==> src/rtl/vscan_pkg.sv <==
package vscan_pkg;

  typedef enum logic [1:0] {
    COL_BLANK   = 2'd0,
    COL_FULL    = 2'd1,
    COL_RAM     = 2'd2,
    COL_RAM_INV = 2'd3
  } col_src_e;

  // Power-down wins, then all dots, then display off, then RAM data.
  function automatic col_src_e pick_src(input logic disp_en,
                                        input logic all_pts,
                                        input logic inv_video);
    if (!disp_en && all_pts)
      return COL_BLANK;
    else if (all_pts)
      return COL_FULL;
    else if (!disp_en)
      return COL_BLANK;
    else if (inv_video)
      return COL_RAM_INV;
    else
      return COL_RAM;
  endfunction

endpackage

==> src/rtl/vscan_slot_ctr.sv <==
module vscan_slot_ctr #(
  parameter int NUM_ROWS = 48,
  localparam int ROW_W = (NUM_ROWS > 1) ? $clog2(NUM_ROWS) : 1
) (
  input  logic             clk,
  input  logic             rst,
  input  logic             step,
  output logic [ROW_W-1:0] slot
);

  localparam logic [ROW_W-1:0] LAST = ROW_W'(NUM_ROWS - 1);

  always_ff @(posedge clk) begin
    if (rst)
      slot <= '0;
    else if (step)
      slot <= (slot == LAST) ? '0 : slot + 1'b1;
  end

  AST_SLOT_WRAP: assert property (@(posedge clk) disable iff (rst)
    (step && slot == LAST) |=> (slot == '0));

  AST_SLOT_HOLD: assert property (@(posedge clk) disable iff (rst)
    !step |=> $stable(slot));

endmodule

==> src/rtl/vscan_row_map.sv <==
module vscan_row_map #(
  parameter int NUM_ROWS  = 48,
  parameter int BANK_ROWS = 8,
  localparam int ROW_W     = (NUM_ROWS > 1) ? $clog2(NUM_ROWS) : 1,
  localparam int NUM_BANKS = (NUM_ROWS + BANK_ROWS - 1) / BANK_ROWS,
  localparam int BANK_W    = (NUM_BANKS > 1) ? $clog2(NUM_BANKS) : 1,
  localparam int BIT_W     = (BANK_ROWS > 1) ? $clog2(BANK_ROWS) : 1
) (
  input  logic [ROW_W-1:0]  slot,
  input  logic [ROW_W-1:0]  scroll_z,
  input  logic              mirror_y,
  output logic [ROW_W-1:0]  ram_row,
  output logic [BANK_W-1:0] bank,
  output logic [BIT_W-1:0]  bit_sel
);

  localparam logic [ROW_W:0]   N_EXT = (ROW_W + 1)'(NUM_ROWS);
  localparam logic [ROW_W-1:0] BR    = ROW_W'(BANK_ROWS);

  logic [ROW_W:0] z_ext;
  logic [ROW_W:0] z_eff;
  logic [ROW_W:0] offs;
  logic [ROW_W:0] sum;

  always_comb begin
    z_ext   = {1'b0, scroll_z};
    z_eff   = (z_ext >= N_EXT) ? z_ext - N_EXT : z_ext;
    offs    = mirror_y ? (N_EXT - 1'b1 - {1'b0, slot}) : {1'b0, slot};
    sum     = z_eff + offs;
    ram_row = ROW_W'((sum >= N_EXT) ? sum - N_EXT : sum);
    bank    = BANK_W'(ram_row / BR);
    bit_sel = BIT_W'(ram_row % BR);
  end

endmodule

==> src/rtl/vscan_bit_pick.sv <==
module vscan_bit_pick #(
  parameter int NUM_COLS  = 84,
  parameter int BANK_ROWS = 8,
  localparam int BIT_W  = (BANK_ROWS > 1) ? $clog2(BANK_ROWS) : 1,
  localparam int WORD_W = NUM_COLS * BANK_ROWS
) (
  input  logic [WORD_W-1:0]   bank_word,
  input  logic [BIT_W-1:0]    bit_sel,
  output logic [NUM_COLS-1:0] cols
);

  for (genvar c = 0; c < NUM_COLS; c++) begin : g_col
    logic [BANK_ROWS-1:0] col_byte;
    assign col_byte = bank_word[c*BANK_ROWS +: BANK_ROWS];
    assign cols[c]  = col_byte[bit_sel];
  end

endmodule

==> src/rtl/vscan_col_mode.sv <==
module vscan_col_mode
  import vscan_pkg::*;
#(
  parameter int NUM_COLS = 84
) (
  input  logic                clk,
  input  logic                rst,
  input  logic                load,
  input  logic [NUM_COLS-1:0] ram_cols,
  input  logic                disp_en,
  input  logic                all_pts,
  input  logic                inv_video,
  output logic [NUM_COLS-1:0] col_out
);

  col_src_e src;

  always_comb src = pick_src(disp_en, all_pts, inv_video);

  always_ff @(posedge clk) begin
    if (rst)
      col_out <= '0;
    else if (load) begin
      case (src)
        COL_FULL:    col_out <= '1;
        COL_RAM:     col_out <= ram_cols;
        COL_RAM_INV: col_out <= ~ram_cols;
        default:     col_out <= '0;
      endcase
    end
  end

  AST_PD_BLANK: assert property (@(posedge clk) disable iff (rst)
    (load && !disp_en && all_pts) |=> (col_out == '0));

  AST_ALL_ON_FULL: assert property (@(posedge clk) disable iff (rst)
    (load && disp_en && all_pts) |=> (col_out == '1));

  AST_COL_HOLD: assert property (@(posedge clk) disable iff (rst)
    !load |=> $stable(col_out));

endmodule

==> src/rtl/vscan_row_engine.sv <==
module vscan_row_engine #(
  parameter int NUM_ROWS  = 48,
  parameter int NUM_COLS  = 84,
  parameter int BANK_ROWS = 8,
  localparam int ROW_W     = (NUM_ROWS > 1) ? $clog2(NUM_ROWS) : 1,
  localparam int NUM_BANKS = (NUM_ROWS + BANK_ROWS - 1) / BANK_ROWS,
  localparam int BANK_W    = (NUM_BANKS > 1) ? $clog2(NUM_BANKS) : 1,
  localparam int BIT_W     = (BANK_ROWS > 1) ? $clog2(BANK_ROWS) : 1,
  localparam int WORD_W    = NUM_COLS * BANK_ROWS
) (
  input  logic                clk,
  input  logic                rst,
  input  logic                row_step,
  input  logic [ROW_W-1:0]    scroll_z,
  input  logic                mirror_y,
  input  logic                disp_en,
  input  logic                all_pts,
  input  logic                inv_video,
  output logic [BANK_W-1:0]   ram_bank,
  output logic                ram_rd_en,
  input  logic [WORD_W-1:0]   ram_rd_data,
  output logic [ROW_W-1:0]    row_idx,
  output logic                row_strobe,
  output logic                frame_start,
  output logic [NUM_COLS-1:0] col_data
);

  logic [ROW_W-1:0]    slot;
  logic [ROW_W-1:0]    map_row;
  logic [BANK_W-1:0]   map_bank;
  logic [BIT_W-1:0]    map_bit;

  // stage 1: read issued
  logic [ROW_W-1:0]    s1_slot;
  logic [BIT_W-1:0]    s1_bit;
  // stage 2: read data returning
  logic                s2_valid;
  logic [ROW_W-1:0]    s2_slot;
  logic [BIT_W-1:0]    s2_bit;
  logic [NUM_COLS-1:0] picked;

  vscan_slot_ctr #(.NUM_ROWS(NUM_ROWS)) u_slot (
    .clk  (clk),
    .rst  (rst),
    .step (row_step),
    .slot (slot)
  );

  vscan_row_map #(.NUM_ROWS(NUM_ROWS), .BANK_ROWS(BANK_ROWS)) u_map (
    .slot     (slot),
    .scroll_z (scroll_z),
    .mirror_y (mirror_y),
    .ram_row  (map_row),
    .bank     (map_bank),
    .bit_sel  (map_bit)
  );

  always_ff @(posedge clk) begin
    if (rst) begin
      ram_rd_en <= 1'b0;
      ram_bank  <= '0;
      s1_slot   <= '0;
      s1_bit    <= '0;
    end else begin
      ram_rd_en <= row_step;
      if (row_step) begin
        ram_bank <= map_bank;
        s1_slot  <= slot;
        s1_bit   <= map_bit;
      end
    end
  end

  always_ff @(posedge clk) begin
    if (rst) begin
      s2_valid <= 1'b0;
      s2_slot  <= '0;
      s2_bit   <= '0;
    end else begin
      s2_valid <= ram_rd_en;
      if (ram_rd_en) begin
        s2_slot <= s1_slot;
        s2_bit  <= s1_bit;
      end
    end
  end

  vscan_bit_pick #(.NUM_COLS(NUM_COLS), .BANK_ROWS(BANK_ROWS)) u_pick (
    .bank_word (ram_rd_data),
    .bit_sel   (s2_bit),
    .cols      (picked)
  );

  vscan_col_mode #(.NUM_COLS(NUM_COLS)) u_mode (
    .clk       (clk),
    .rst       (rst),
    .load      (s2_valid),
    .ram_cols  (picked),
    .disp_en   (disp_en),
    .all_pts   (all_pts),
    .inv_video (inv_video),
    .col_out   (col_data)
  );

  always_ff @(posedge clk) begin
    if (rst) begin
      row_idx     <= '0;
      row_strobe  <= 1'b0;
      frame_start <= 1'b0;
    end else begin
      row_strobe  <= s2_valid;
      frame_start <= s2_valid && (s2_slot == '0);
      if (s2_valid)
        row_idx <= s2_slot;
    end
  end

  AST_MAP_RANGE: assert property (@(posedge clk) disable iff (rst)
    row_step |-> (map_row < ROW_W'(NUM_ROWS)));

  AST_BANK_RANGE: assert property (@(posedge clk) disable iff (rst)
    ram_rd_en |-> ({1'b0, ram_bank} < (BANK_W + 1)'(NUM_BANKS)));

  AST_STROBE_LAT: assert property (@(posedge clk) disable iff (rst)
    row_strobe |-> $past(ram_rd_en, 2));

  AST_FRAME_SLOT0: assert property (@(posedge clk) disable iff (rst)
    frame_start |-> (row_strobe && row_idx == '0));

endmodule

==> config.mk <==
export PLATFORM = sky130hd
export DESIGN_NAME = vscan_row_engine
export DESIGN_NICKNAME = d
export VERILOG_FILES = /design/src/rtl/vscan_pkg.sv /design/src/rtl/vscan_slot_ctr.sv /design/src/rtl/vscan_row_map.sv /design/src/rtl/vscan_bit_pick.sv /design/src/rtl/vscan_col_mode.sv /design/src/rtl/vscan_row_engine.sv
export SDC_FILE = /design/constraint.sdc
export NUM_CORES = 1
export LEC_CHECK = 0
export ABC_CLOCK_PERIOD_IN_PS = 6300
export CAP_MARGIN = 10
export CELL_PAD_IN_SITES_DETAIL_PLACEMENT = 2
export CELL_PAD_IN_SITES_GLOBAL_PLACEMENT = 2
export CORE_AREA = 3 3 305 307
export CTS_CLUSTER_SIZE = 28
export DETAILED_ROUTE_END_ITERATION = 8
export DIE_AREA = 0 0 308 310
export DONT_BUFFER_PORTS = 1
export GPL_TIMING_DRIVEN = 1
export PLACE_DENSITY = 0.37
export SLEW_MARGIN = 15
export SYNTH_ARGS = -nofsm -noshare
export SYNTH_HDL_FRONTEND = slang
export SYNTH_SLANG_ARGS = --single-unit
==> constraint.sdc <==
create_clock -name clk -period 6.3 [get_ports clk]
set_input_delay 0.315 -clock clk [delete_from_list [all_inputs] [get_ports clk]]
set_output_delay 0.315 -clock clk [all_outputs]
set_load 0.02 [all_outputs]
-- After elaboration in Yosys (flattened, before gate mapping)
Index checks and enable logic that the tools add are counted.
- bits of input ports: 685
- flip-flop bits (word level): 121
- bitwise logic cells: 1
- equal/unequal tests: 4
- add/subtract/negate cells: 5
- reduce and logical (&&, ||, !) cells: 4
- magnitude comparators: 3
- multiplexer cells: 177
- operator list (cell ; count):
    binary-select mux 1 bit (select 3 bit) ; 84
    one-hot mux 84 bit (3 select lines) ; 1
    2-to-1 mux 1 bit ; 85
    inverter 84 bit ; 1
    2-to-1 mux 7 bit ; 2
    2-to-1 mux 6 bit ; 2
    adder 7 bit ; 1
    greater-or-equal comparator 7 x 6 -> 1 bit, second input constant ; 1
    subtractor 6 x 6 -> 7 bit, first input constant ; 1
    subtractor 6 x 6 -> 7 bit, second input constant ; 1
    adder 6 x 1 -> 6 bit, second input constant ; 1
    == test 6 bit, second input constant ; 1
    greater-or-equal comparator 6 bit, second input constant ; 1
    logical NOT 6 bit ; 1
    2-to-1 mux 2 bit ; 3
    subtractor 6 bit, second input constant ; 1
    == test 2 bit, second input constant ; 2
    less-than comparator 3 x 4 -> 1 bit, second input constant ; 1
    == test 2 x 1 -> 1 bit, second input constant ; 1
    logical AND 1 bit ; 2
    logical NOT 1 bit ; 1

-- Depth between registers and ports, before layout
- word-level depth: 6
- mapped depth: 12

-- Hierarchy
From an unflattened synthesis, not the netlist that was laid out.
- cells, all modules: 852
- area, all modules: 10372.4 µm²
- modules (own cells, without submodules) (module ; seq. area each (µm²) ; times used ; cells each ; area an instance (µm²)):
    vscan_bit_pick ; 0.0 ; 1 ; 299 ; 5024.8
    vscan_col_mode ; 1681.6 ; 1 ; 376 ; 3567.2
    vscan_row_engine ; 620.6 ; 1 ; 98 ; 1091.0
    vscan_row_map ; 0.0 ; 1 ; 53 ; 432.9
    vscan_slot_ctr ; 120.1 ; 1 ; 26 ; 256.5

-- Least setup slack after synthesis
No wires, ideal clock.
- path type: in2reg
- start point: input port mirror_y
- end point: register ram_bank[2]
- arrival time: 2.734 ns
- path buffers: 1
- data required time: 6.209 ns
- setup slack: 3.475 ns
- cell stages on the path: 12
- cells stage by stage: clkbuf_1 > xor2_1 > ha_1 > fa_1 > a21o_1 > a21oi_1 > xnor2_1 > ha_1 > nand3_1 > a21o_1 > and4b_1 > a311oi_1
- cells in the longest elaborated chain, start to end: 4
- RTL lines (item ; RTL line ; source):
    start: declaration ; vscan_row_engine.sv:15 ; input logic mirror_y,
    2-to-1 mux 7 bit * ; vscan_row_map.sv:28 ; offs = mirror_y ? (N_EXT - 1'b1 - {1'b0, slot}) : {1'b0, slot};
    adder 7 bit * ; vscan_row_map.sv:29 ; sum = z_eff + offs;
    subtractor 6 bit / greater-or-equal comparator 7 x 6 -> 1 bit (equally long branches) ; vscan_row_map.sv:30 ; ram_row = ROW_W'((sum >= N_EXT) ? sum - N_EXT : sum);
    2-to-1 mux 6 bit * ; vscan_row_map.sv:30 ;
    end signal: assignment ; vscan_row_engine.sv:67 ; ram_bank <= map_bank;
    end: declaration ; vscan_row_engine.sv:19 ; output logic [BANK_W-1:0] ram_bank,
Mark *: on every way between the ends. The rest lies on a longest branch, timed or not.
A chain may end at the register's enable or synchronous reset.

-- Worst setup path after layout
- start point: register s2_bit[0]
- end point: register u_mode.col_out[74]
- cells in the longest elaborated chain, start to end: 4
- RTL lines (item ; RTL line ; source):
    start: declaration ; vscan_row_engine.sv:39 ; logic [BIT_W-1:0] s2_bit;
    start signal: assignment ; vscan_row_engine.sv:83 ; s2_bit <= s1_bit;
    binary-select mux 1 bit (select 3 bit) * ; vscan_bit_pick.sv:15 ; assign cols[c] = col_byte[bit_sel];
    2-to-1 mux 1 bit (not written as such) * ; vscan_bit_pick.sv:15 ;
    inverter 84 bit ; vscan_col_mode.sv:27 ; COL_RAM_INV: col_out <= ~ram_cols;
    one-hot mux 84 bit (3 select lines) * ; vscan_col_mode.sv:24 ; case (src)
    end signal: assignment ; vscan_col_mode.sv:26 ; COL_RAM: col_out <= ram_cols;
    end signal: assignment ; vscan_col_mode.sv:27 ;
    end: declaration ; vscan_col_mode.sv:13 ; output logic [NUM_COLS-1:0] col_out
Mark *: on every way between the ends. The rest lies on a longest branch, timed or not. The select of a mux whose other input is x is not followed.

==> flow_summary.yaml <==
synth:
  synthArstFlopShare_pct: 0
  synth_top_family_by_area: "multiplexers"
  synthFlopType: "dfxtp_1"
  synth.avg_cell_area_um2: 11.8
  ys_seq_area_share_pct: 23.9
  synth-seq-cells: 121
  syn_inst: 860
  post_synth_mux_area_share_pct: 48.0
  yosys.area_share.adder_pct: 1.43
  synth-compound-area-share_pct: 10.2
  synth_xor_area_share_pct: 8.19
  ys_types: 40
  yosysWarnings: 0
  synth-edff-count: 0
  synth.net_count: 1556
  yosys.area_share.simple_pct: 3.02
  syn_area_um2: 10200
sta:
  max_slew_margin_pct: 23.9
  setup_ws_ns: 3.11
  hold_ws_ns: 0.0627
  fin_crit_ns: 3.19
  final.setup.tns_ns: 0
  drv_slew: 0
  period_share_pct: 50.7
  worst_slew_pin_slew_ns: 1.14
  rsz0062_at_grt: "false"
  setup_viol: 0
  hold_violations: 0
  max_freq_ghz: 0.313
  skew_ns: 0.0105
status:
  outcome: "complete, no violations"
global_route:
  grt_pass1_vias: 8540
  grt_start_max_net_pins: 89
  grt.total_usage_pct: 9.32
  antenna_found_initial: 24
  overflow: 0
  grt_pass1_wl_um: 63700
clock_tree:
  cts_max_path_buffers: 2
  cts_tree: "yes"
  cts_resized: 0
  clockRootBuffer: "clkbuf_16"
  clock_latency_ns: 0.47
  postCtsSetupBuffers: 0
  cts_made_buffers: 17
  cts_sinks: 121
  htree_levels: 4
  clk_pin_slew_ns: 0.07
power_and_ir_drop:
  p_per_area_nw_per_um2: 199
  ir_worst_vdd_uv: 169
  p_leak_nw: 3.44
critical_path:
  cp-end-kind: "register"
  worstPathBufferInverterCount: 2
  cp_top_family: "buffers and inverters"
  crit_path_top_delay_cell: "buf_6"
  required_ns: 6.61
  slowest_delay_ns: 0.65
  cp_max_fo: 62
  reg2reg_setup_slack_ns: 3.11
  worstSetupPathType: "register to register"
  start_kind: "register"
  path_cells: "buf_4, buf_6, mux4_2, mux2i_1, xor2_1, a21oi_1"
  arrival_ns: 3.50
detailed_routing:
  viasPerCell: 3.84
  detail-route-antenna-nets: 0
  first_pass_iters: 4
  wl_um: 48100
  avgRoutedWirePerCell_um: 23.9
  drtIter0Drc: 310
  num_vias: 7724
  drc: 0
place:
  dp.cells: 1953
  post-dp-hpwl_um: 38000
  gp_congestion: 0.791
  dp_slack_ns: 2.66
  post_dp_cell_area_um2: 11200
  numPortBuffers: 0
floorplan:
  design.die.area_um2: 95500
  ios: 781
  die_x_um: 308
  fp-row-count: 110
  start_util_pct: 11.2
  core_um2: 90300
  die_h_um: 310
final_layout:
  stdcell_count: 2014
  drive_above_1_share_pct: 27.1
  area_growth_pct: 18.0
  mostFrequentLayoutCells: "mux4_2, dfxtp_1, mux2i_1"
  layout_commonest_cell: "mux4_2"
  fin_nets: 1498
  final_cell_area_um2: 12000
job:
  drv_cap: 0
worst_hold_path:
  min_path_type: "input pin to register"
==> registers in the layout, indices dropped and copies added (netlist names) <==
register / cells
ram_rd_en: 1
s2_slot: 6
u_slot.slot: 6
ram_bank: 3
row_idx: 6
s1_slot: 6
s2_valid: 1
row_strobe: 1
u_mode.col_out: 84
s2_bit: 3
frame_start: 1
s1_bit: 3
==> power breakdown <==
group	switching, mW	internal [mW]	leakage, nW
clock network	0.473	0.559	0.282
registers	0.0879	0.800	0.990
logic	0.219	0.248	2.16
==> through the flow <==
stage | util, % | power [mW]
floorplan | - | 1.28
global placement | 12.4 | 1.37
detailed placement | 12.4 | 1.38
CTS | 13.1 | 2.49
global route | 13.2 | 2.55
finish | 13.3 | 2.39
==> Yosys cell counts, types with 2 or more instances <==
master	count	area [µm²]
nand3_1	2	10.0
o21ai_0	82	410
nand4_1	2	12.5
mux4_2	168	3780
dfxtp_1	121	2420
buf_2	33	165
buf_6	10	113
buf_1	7	26.3
nor2_1	37	139
mux2i_1	108	1080
ha_1	10	125
buf_8	4	60.1
a21o_1	5	37.5
xor2_1	86	753
o2111ai_1	2	17.5
xnor2_1	9	78.8
and3_1	2	12.5
nand2b_1	6	37.5
nand2_1	5	18.8
clkbuf_1	39	146
a311oi_1	3	26.3
o211ai_1	4	30.0
a21oi_1	87	435
inv_1	6	22.5
nor2b_1	6	37.5
a211oi_1	2	15.0
==> worst register-to-register path, cell delays in order, from the launching register on <==
cell and delay, ns:
dfxtp_4 0.63, buf_4 0.55, buf_6 0.66, mux4_2 0.74, mux2i_1 0.20, xor2_1 0.17
a21oi_1 0.08
==> routing by layer <==
metal  vias to the layer above  track usage [%]  part of all wire [%]  routed length (µm)
met4                         0             3.45                   1.8                 871
met5                         -            0.742                     0                   0
li1                       3293                -                     -                   -
met3                        48             4.23                   8.9                4270
met1                      4048             10.8                    40               19100
met2                       335             15.0                    50               23900
==> path summary, 6_finish.rpt <==
kind                   from            endpoint  depth (start not counted)
setup / recovery  s2_bit[0]  u_mode.col_out[74]                          6
hold / removal     row_step      u_slot.slot[2]                          3
setup reg to reg  s2_bit[0]  u_mode.col_out[74]                          6
hold reg to reg   s1_bit[1]           s1_bit[1]                          2
==> kinds of logic (layout without fill, tap and decap cells) <==
logic type	Yosys count	after routing
multiplexers	277	277
AO/OA/AOI/OAI	192	192
flip-flops	121	121
buffers and inverters	99	54
XOR/XNOR	95	95
AND/OR/NAND/NOR	65	65
adder cells (fa/ha/maj)	11	11
other	0	23
==> area by class of cell <==
type | count | area (µm²)
clock buffer | 17 | 425
sequential | 121 | 2440
inverter | 6 | 22.5
clock inverter | 15 | 158
multi-input combinational | 640 | 7220
antenna | 23 | 57.6
timing repair buffer | 16 | 184
fill | 10327 | 78300
tap | 1176 | 1470
==> what timing repair did <==
item / CTS / global route
endpoints found under the setup margin: 0 / 0
hold buffers: 4 / 0
endpoints found under the hold margin: 38 / 0
(Power assumes the default switching activity.)
